[src/rtl/bterm_pkg.sv]
package bterm_pkg;

  typedef enum logic [1:0] {
    TK_NORMAL = 2'd0,
    TK_HALT   = 2'd1,
    TK_BERR   = 2'd2,
    TK_RETRY  = 2'd3
  } term_kind_e;

  typedef enum logic [2:0] {
    ST_WATCH  = 3'd0,
    ST_ACKD   = 3'd1,
    ST_DONE   = 3'd2,
    ST_HALTW  = 3'd3,
    ST_RETRYW = 3'd4
  } seq_state_e;

  localparam int TERM_INPUTS = 3;

endpackage

[src/rtl/bterm_sync.sv]
module bterm_sync #(
  parameter int              W       = 3,
  parameter int              STAGES  = 2,
  parameter logic [W-1:0]    RST_VAL = '1
) (
  input  logic         clk,
  input  logic         rst_n,
  input  logic [W-1:0] d,
  output logic [W-1:0] q
);

  logic [STAGES-1:0][W-1:0] stg_q;

  always_ff @(posedge clk or negedge rst_n) begin
    if (!rst_n) begin
      stg_q <= {STAGES{RST_VAL}};
    end else begin
      stg_q[0] <= d;
      for (int i = 1; i < STAGES; i++) begin
        stg_q[i] <= stg_q[i-1];
      end
    end
  end

  assign q = stg_q[STAGES-1];

endmodule

[src/rtl/bterm_fsm.sv]
module bterm_fsm
  import bterm_pkg::*;
(
  input  logic       clk,
  input  logic       rst_n,
  input  logic       smp_en,
  input  logic       ack_a,
  input  logic       berr_a,
  input  logic       halt_a,
  input  logic       as_active,
  input  logic       exc_ack,
  output logic       term_valid,
  output term_kind_e term_kind,
  output logic       berr_req,
  output logic       exc_pending,
  output logic       halted,
  output logic       stall,
  output logic       retry_req
);

  seq_state_e st_q, st_d;
  logic       hn_q, hn_d;
  logic       term_d, berr_d, retry_d, exc_d;
  term_kind_e kind_d;
  logic       err_any, err_retry;

  // Bus error decides alone; paired with halt it becomes a retry.
  assign err_any   = berr_a;
  assign err_retry = berr_a & halt_a;

  always_comb begin
    st_d    = st_q;
    hn_d    = hn_q;
    term_d  = 1'b0;
    kind_d  = TK_NORMAL;
    retry_d = 1'b0;
    case (st_q)
      ST_WATCH: begin
        if (smp_en) begin
          if (err_retry) begin
            term_d = 1'b1; kind_d = TK_RETRY; st_d = ST_RETRYW;
          end else if (err_any) begin
            term_d = 1'b1; kind_d = TK_BERR;  st_d = ST_DONE;
          end else if (ack_a) begin
            st_d = ST_ACKD; hn_d = halt_a;
          end
        end
      end
      ST_ACKD: begin
        if (smp_en) begin
          term_d = 1'b1;
          if (err_retry) begin
            kind_d = TK_RETRY; st_d = ST_RETRYW;
          end else if (err_any) begin
            kind_d = TK_BERR;  st_d = ST_DONE;
          end else if (hn_q) begin
            kind_d = TK_HALT;  st_d = ST_HALTW;
          end else begin
            kind_d = TK_NORMAL; st_d = ST_DONE;
          end
        end
      end
      ST_DONE: begin
        if (!as_active) st_d = ST_WATCH;
      end
      ST_HALTW: begin
        if (!halt_a) st_d = ST_DONE;
      end
      ST_RETRYW: begin
        if (!halt_a) begin
          st_d = ST_DONE; retry_d = 1'b1;
        end
      end
      default: st_d = ST_WATCH;
    endcase
    berr_d = term_d & (kind_d == TK_BERR);
    exc_d  = berr_d | (exc_pending & ~exc_ack);
  end

  always_ff @(posedge clk or negedge rst_n) begin
    if (!rst_n) begin
      st_q        <= ST_WATCH;
      hn_q        <= 1'b0;
      term_valid  <= 1'b0;
      term_kind   <= TK_NORMAL;
      berr_req    <= 1'b0;
      exc_pending <= 1'b0;
      retry_req   <= 1'b0;
    end else begin
      st_q        <= st_d;
      hn_q        <= hn_d;
      term_valid  <= term_d;
      term_kind   <= kind_d;
      berr_req    <= berr_d;
      exc_pending <= exc_d;
      retry_req   <= retry_d;
    end
  end

  assign halted = (st_q == ST_HALTW);
  assign stall  = (st_q == ST_HALTW) | (st_q == ST_RETRYW);

endmodule

[src/rtl/bterm_mon.sv]
module bterm_mon (
  input  logic clk,
  input  logic rst_n,
  input  logic ack_a,
  input  logic berr_a,
  input  logic halt_a,
  input  logic term_valid,
  input  logic first_smp,
  output logic proto_err,
  output logic order_err
);

  logic [2:0] prv_q;
  logic       carry_q, carry_d;
  logic       proto_d, order_d;
  logic       berr_early, halt_early;

  assign berr_early = prv_q[1] & ~berr_a & ack_a;
  assign halt_early = prv_q[0] & ~halt_a & berr_a;

  always_comb begin
    order_d = berr_early | halt_early;
    proto_d = first_smp & carry_q & (ack_a | berr_a);
    carry_d = carry_q;
    if (term_valid)            carry_d = 1'b1;
    else if (!ack_a && !berr_a) carry_d = 1'b0;
  end

  always_ff @(posedge clk or negedge rst_n) begin
    if (!rst_n) begin
      prv_q     <= 3'b000;
      carry_q   <= 1'b0;
      proto_err <= 1'b0;
      order_err <= 1'b0;
    end else begin
      prv_q     <= {ack_a, berr_a, halt_a};
      carry_q   <= carry_d;
      proto_err <= proto_d;
      order_err <= order_d;
    end
  end

endmodule

[src/rtl/bus_term_decoder.sv]
module bus_term_decoder
  import bterm_pkg::*;
#(
  parameter int STATE_W     = 4,
  parameter int ADDR_W      = 24,
  parameter int SYNC_STAGES = 2
) (
  input  logic               clk,
  input  logic               rst_n,
  input  logic               ack_n,
  input  logic               berr_n,
  input  logic               halt_n,
  input  logic               as_active,
  input  logic [STATE_W-1:0] bus_state,
  input  logic [ADDR_W-1:0]  addr_i,
  input  logic               exc_ack,
  output logic               term_valid,
  output logic [1:0]         term_kind,
  output logic               berr_req,
  output logic               exc_pending,
  output logic               halted,
  output logic               stall,
  output logic               retry_req,
  output logic               proto_err,
  output logic               order_err,
  output logic [ADDR_W-1:0]  cyc_addr
);

  localparam logic [STATE_W-1:0] FIRST_SMP_STATE = STATE_W'(2);

  logic [TERM_INPUTS-1:0] raw_n, syn_n;
  logic       ack_a, berr_a, halt_a;
  logic       smp_en, first_smp;
  logic       as_q, addr_en;
  term_kind_e kind_w;
  logic       term_w;

  assign raw_n = {ack_n, berr_n, halt_n};

  bterm_sync #(
    .W      (TERM_INPUTS),
    .STAGES (SYNC_STAGES),
    .RST_VAL({TERM_INPUTS{1'b1}})
  ) u_sync (
    .clk  (clk),
    .rst_n(rst_n),
    .d    (raw_n),
    .q    (syn_n)
  );

  assign {ack_a, berr_a, halt_a} = ~syn_n;

  assign smp_en    = as_active & ~bus_state[0] & (|bus_state);
  assign first_smp = smp_en & (bus_state == FIRST_SMP_STATE);

  bterm_fsm u_fsm (
    .clk        (clk),
    .rst_n      (rst_n),
    .smp_en     (smp_en),
    .ack_a      (ack_a),
    .berr_a     (berr_a),
    .halt_a     (halt_a),
    .as_active  (as_active),
    .exc_ack    (exc_ack),
    .term_valid (term_w),
    .term_kind  (kind_w),
    .berr_req   (berr_req),
    .exc_pending(exc_pending),
    .halted     (halted),
    .stall      (stall),
    .retry_req  (retry_req)
  );

  bterm_mon u_mon (
    .clk       (clk),
    .rst_n     (rst_n),
    .ack_a     (ack_a),
    .berr_a    (berr_a),
    .halt_a    (halt_a),
    .term_valid(term_w),
    .first_smp (first_smp),
    .proto_err (proto_err),
    .order_err (order_err)
  );

  assign term_valid = term_w;
  assign term_kind  = kind_w;

  // Capture on a fresh strobe only while the master is free to start a cycle.
  assign addr_en = as_active & ~as_q & ~stall;

  always_ff @(posedge clk or negedge rst_n) begin
    if (!rst_n) begin
      as_q     <= 1'b0;
      cyc_addr <= '0;
    end else begin
      as_q <= as_active;
      if (addr_en) cyc_addr <= addr_i;
    end
  end

endmodule

[config.mk]
export PLATFORM = sky130hd
export DESIGN_NAME = bus_term_decoder
export DESIGN_NICKNAME = d
export VERILOG_FILES = /design/src/rtl/bterm_pkg.sv /design/src/rtl/bterm_sync.sv /design/src/rtl/bterm_fsm.sv /design/src/rtl/bterm_mon.sv /design/src/rtl/bus_term_decoder.sv
export SDC_FILE = /design/constraint.sdc
export NUM_CORES = 1
export LEC_CHECK = 0
export ABC_AREA = 1
export CAP_MARGIN = 20
export CELL_PAD_IN_SITES_DETAIL_PLACEMENT = 1
export CELL_PAD_IN_SITES_GLOBAL_PLACEMENT = 1
export CORE_AREA = 2 2 79 81
export DETAILED_ROUTE_END_ITERATION = 6
export DIE_AREA = 0 0 81 83
export GPL_TIMING_DRIVEN = 0
export PLACE_DENSITY = 0.78
export SLEW_MARGIN = 20
export SYNTH_ARGS = -nofsm -noshare
export SYNTH_HDL_FRONTEND = slang
export SYNTH_HIERARCHICAL = 1
export SYNTH_SLANG_ARGS = --single-unit
[constraint.sdc]
create_clock -name clk -period 3.65 [get_ports clk]
set_input_delay 0.365 -clock clk [delete_from_list [all_inputs] [get_ports clk]]
set_output_delay 0.365 -clock clk [all_outputs]
set_load 0.01 [all_outputs]
==> results.cfg <==
[sta]
setup-violations-final = 0
post-route-period-util = 0.594
drv_slew = 0
rsz0062_at_grt = false
skew_ps = 5.92
finalSetupTns_ps = 0
final.setup.worst_slack_ps = 1480
relSlewSlack = 0.542
period_needed_ps = 2170
hold_viol_final = 0
worstMarginPinSlew_ps = 680
max_freq_mhz = 462

[worst_setup_path]
required_ps = 3280
worst_setup_path_start_kind = flop
path_delay_family = buffers and inverters
path_buf_inv = 3
worstPathCellList = buf_6, nor2_2, o21ai_2, inv_2, clkdlybuf4s50_1
crit_slowest_cell = clkdlybuf4s50_1
cpPeakStageDelay_ps = 540
path_max_fanout = 8
worstSetupPathType = reg2out
worstSetupEndpointType = output port
crit_arrival_ps = 1800

[pwr]
p_per_area_mw_per_mm2 = 665
ir_worst_vdd_uv = 283
power_mw = 1.92
p_leak_nw = 1.40

[clock_network]
cts.path.max_buffers = 2
cts_sinks = 46
worstSkewPairLatency_ps = 300
holdBufCountCts = 0
numCtsBuffers = 5
cts-root-buf = clkbuf_8
post_cts_buffers = 0
cts_resized = 0
cts_tree = done
clk_pin_slew_ps = 90
h-tree-depth = 2

[logic_synthesis]
syn_area_mm2 = 0.00198
yosys.cell_types.count = 22
syn_avg_cell_area_um2 = 9.18
syn_inst = 216
ys_seq_elements = 46
yosys_warnings = 6
yosysSeqAreaShare = 0.584
syn-num-nets = 251

[detailed_routing]
ant_nets = 0
dr.pass1.iters = 4
drt-total-wl_um = 5050
drc = 0
wl_per_cell_um = 13.7
via_count = 1751
drtIter0Drc = 101
viasPerCell = 4.76

[grt]
grt_pass1_wl_um = 8750
gr-total-overflow = 0
grt_max_degree = 26
antenna_found_initial = 0
grtUsageTotal = 0.166
grt_pass1_vias = 1877

[finish]
antenna_cells = 0
syn_to_final_growth_pct = 45.5
multiInputGateArea_um2 = 651
fillers = 683
final_core_util = 0.496
fin_cells = 368
drive_above_1_share = 0.143
layout_commonest_cell = nand2_1
regArea_mm2 = 0.00116
mostFrequentLayoutCells = nand2_1, clkdlybuf4s50_1, dfrtp_1
layout.nets = 327

[flow_run]
max_cap_violations = 0

[floorplanning]
io_pins = 69
core_mm2 = 0.00582
die_y_um = 83
dieArea_mm2 = 0.00672
die_w_um = 81
num_rows = 28
start_util = 0.341

[placed_design]
dp_hpwl_um = 3700
pre_cts_slack_ps = 1290
placed_cells = 360
place_congestion = 0.744
port_buffers = 68

[worst_hold_path]
hold_path.class = in2async

[run_status]
status = completed
==> path summary, 6_finish.rpt <==
check,slack [ps],to,cells past startpoint,start
max in group asynchronous,3120,cyc_addr[18],2,rst_n
setup / recovery,1480,stall,5,u_fsm/st_q[0]
hold / removal,30,u_fsm/term_kind[1],1,rst_n
hold reg to reg,360,u_sync/q[1],0,u_sync/stg_q[1]
setup reg to reg,2070,cyc_addr[9],8,u_fsm/st_q[2]
min in group clk,360,u_sync/q[1],0,u_sync/stg_q[1]
==> stage by stage <==
| step | area [um^2] | hold WS, ps |
|---|---|---|
| floorplan | 1980 | 69.4 |
| global placement | 2760 | 345 |
| detailed placement | 2770 | 347 |
| CTS | 2890 | 31.6 |
| global route | 2890 | 54.3 |
| finish | 2890 | 25.8 |
==> area by class of cell <==
cell class / count / area share
flip-flops and latches: 46 / 0.402
inverters: 20 / 0.0260
multi-input cells: 137 / 0.225
clock inverters: 3 / 0.0152
repair buffers: 69 / 0.241
clock buffers: 5 / 0.0239
plain buffers: 13 / 0.0343
well taps: 75 / 0.0325
==> registers in the layout, summed over array words and instances, names as in the netlist <==
signal,count
cyc_addr,24
u_fsm/st_q,3
u_sync/q,3
u_sync/stg_q,3
u_fsm/term_kind,2
u_mon/prv_q,2
as_q,1
u_fsm/berr_req,1
u_fsm/exc_pending,1
u_fsm/hn_q,1
u_fsm/retry_req,1
u_fsm/term_valid,1
u_mon/carry_q,1
u_mon/order_err,1
u_mon/proto_err,1
==> report_power, final <==
part | total, mW | internal (mW) | leakage (nW) | switching (mW)
Sequential | 0.751 | 0.659 | 0.568 | 0.0923
Clock | 0.387 | 0.205 | 0.0585 | 0.182
Combinational | 0.781 | 0.381 | 0.776 | 0.400
Total | 1.92 | 1.25 | 1.40 | 0.674
==> synth_stat cells <==
cell type | number | area share
nand2_1 | 72 | 0.14
dfrtp_1 | 40 | 0.50
nand4_1 | 27 | 0.085
inv_1 | 15 | 0.028
nor2_1 | 11 | 0.021
nand3_1 | 10 | 0.025
buf_4 | 6 | 0.023
dfstp_2 | 6 | 0.079
inv_2 | 5 | 0.0095
buf_2 | 4 | 0.010
buf_6 | 3 | 0.017
nand2_2 | 3 | 0.0095
o21ai_1 | 3 | 0.0076
nor2_2 | 2 | 0.0063
o21ai_0 | 2 | 0.0050
nand3_4 | 1 | 0.0088
nand3b_1 | 1 | 0.0038
nor2b_1 | 1 | 0.0032
nor3_2 | 1 | 0.0050
nor4_1 | 1 | 0.0032
o211ai_1 | 1 | 0.0038
o21ai_2 | 1 | 0.0044
==> per-layer routing <==
layer  global-route usage  vias to the layer above  wire length (um)
met1                0.207                      845              2200
met2                0.268                       49              2480
met3               0.0522                        6               325
met5                    0                        -                 0
met4               0.0539                        0                53
li1                     -                      851                 -
==> kinds of logic (layout without fill, tap and decap cells) <==
family | after synthesis | after routing | synth area share
flip-flops | 46 | 46 | 0.584
AO/OA/AOI/OAI | 7 | 7 | 0.0208
AND/OR/NAND/NOR | 130 | 130 | 0.307
buffers and inverters | 33 | 110 | 0.0877
Note: power is estimated with default switching activity, not from simulation.
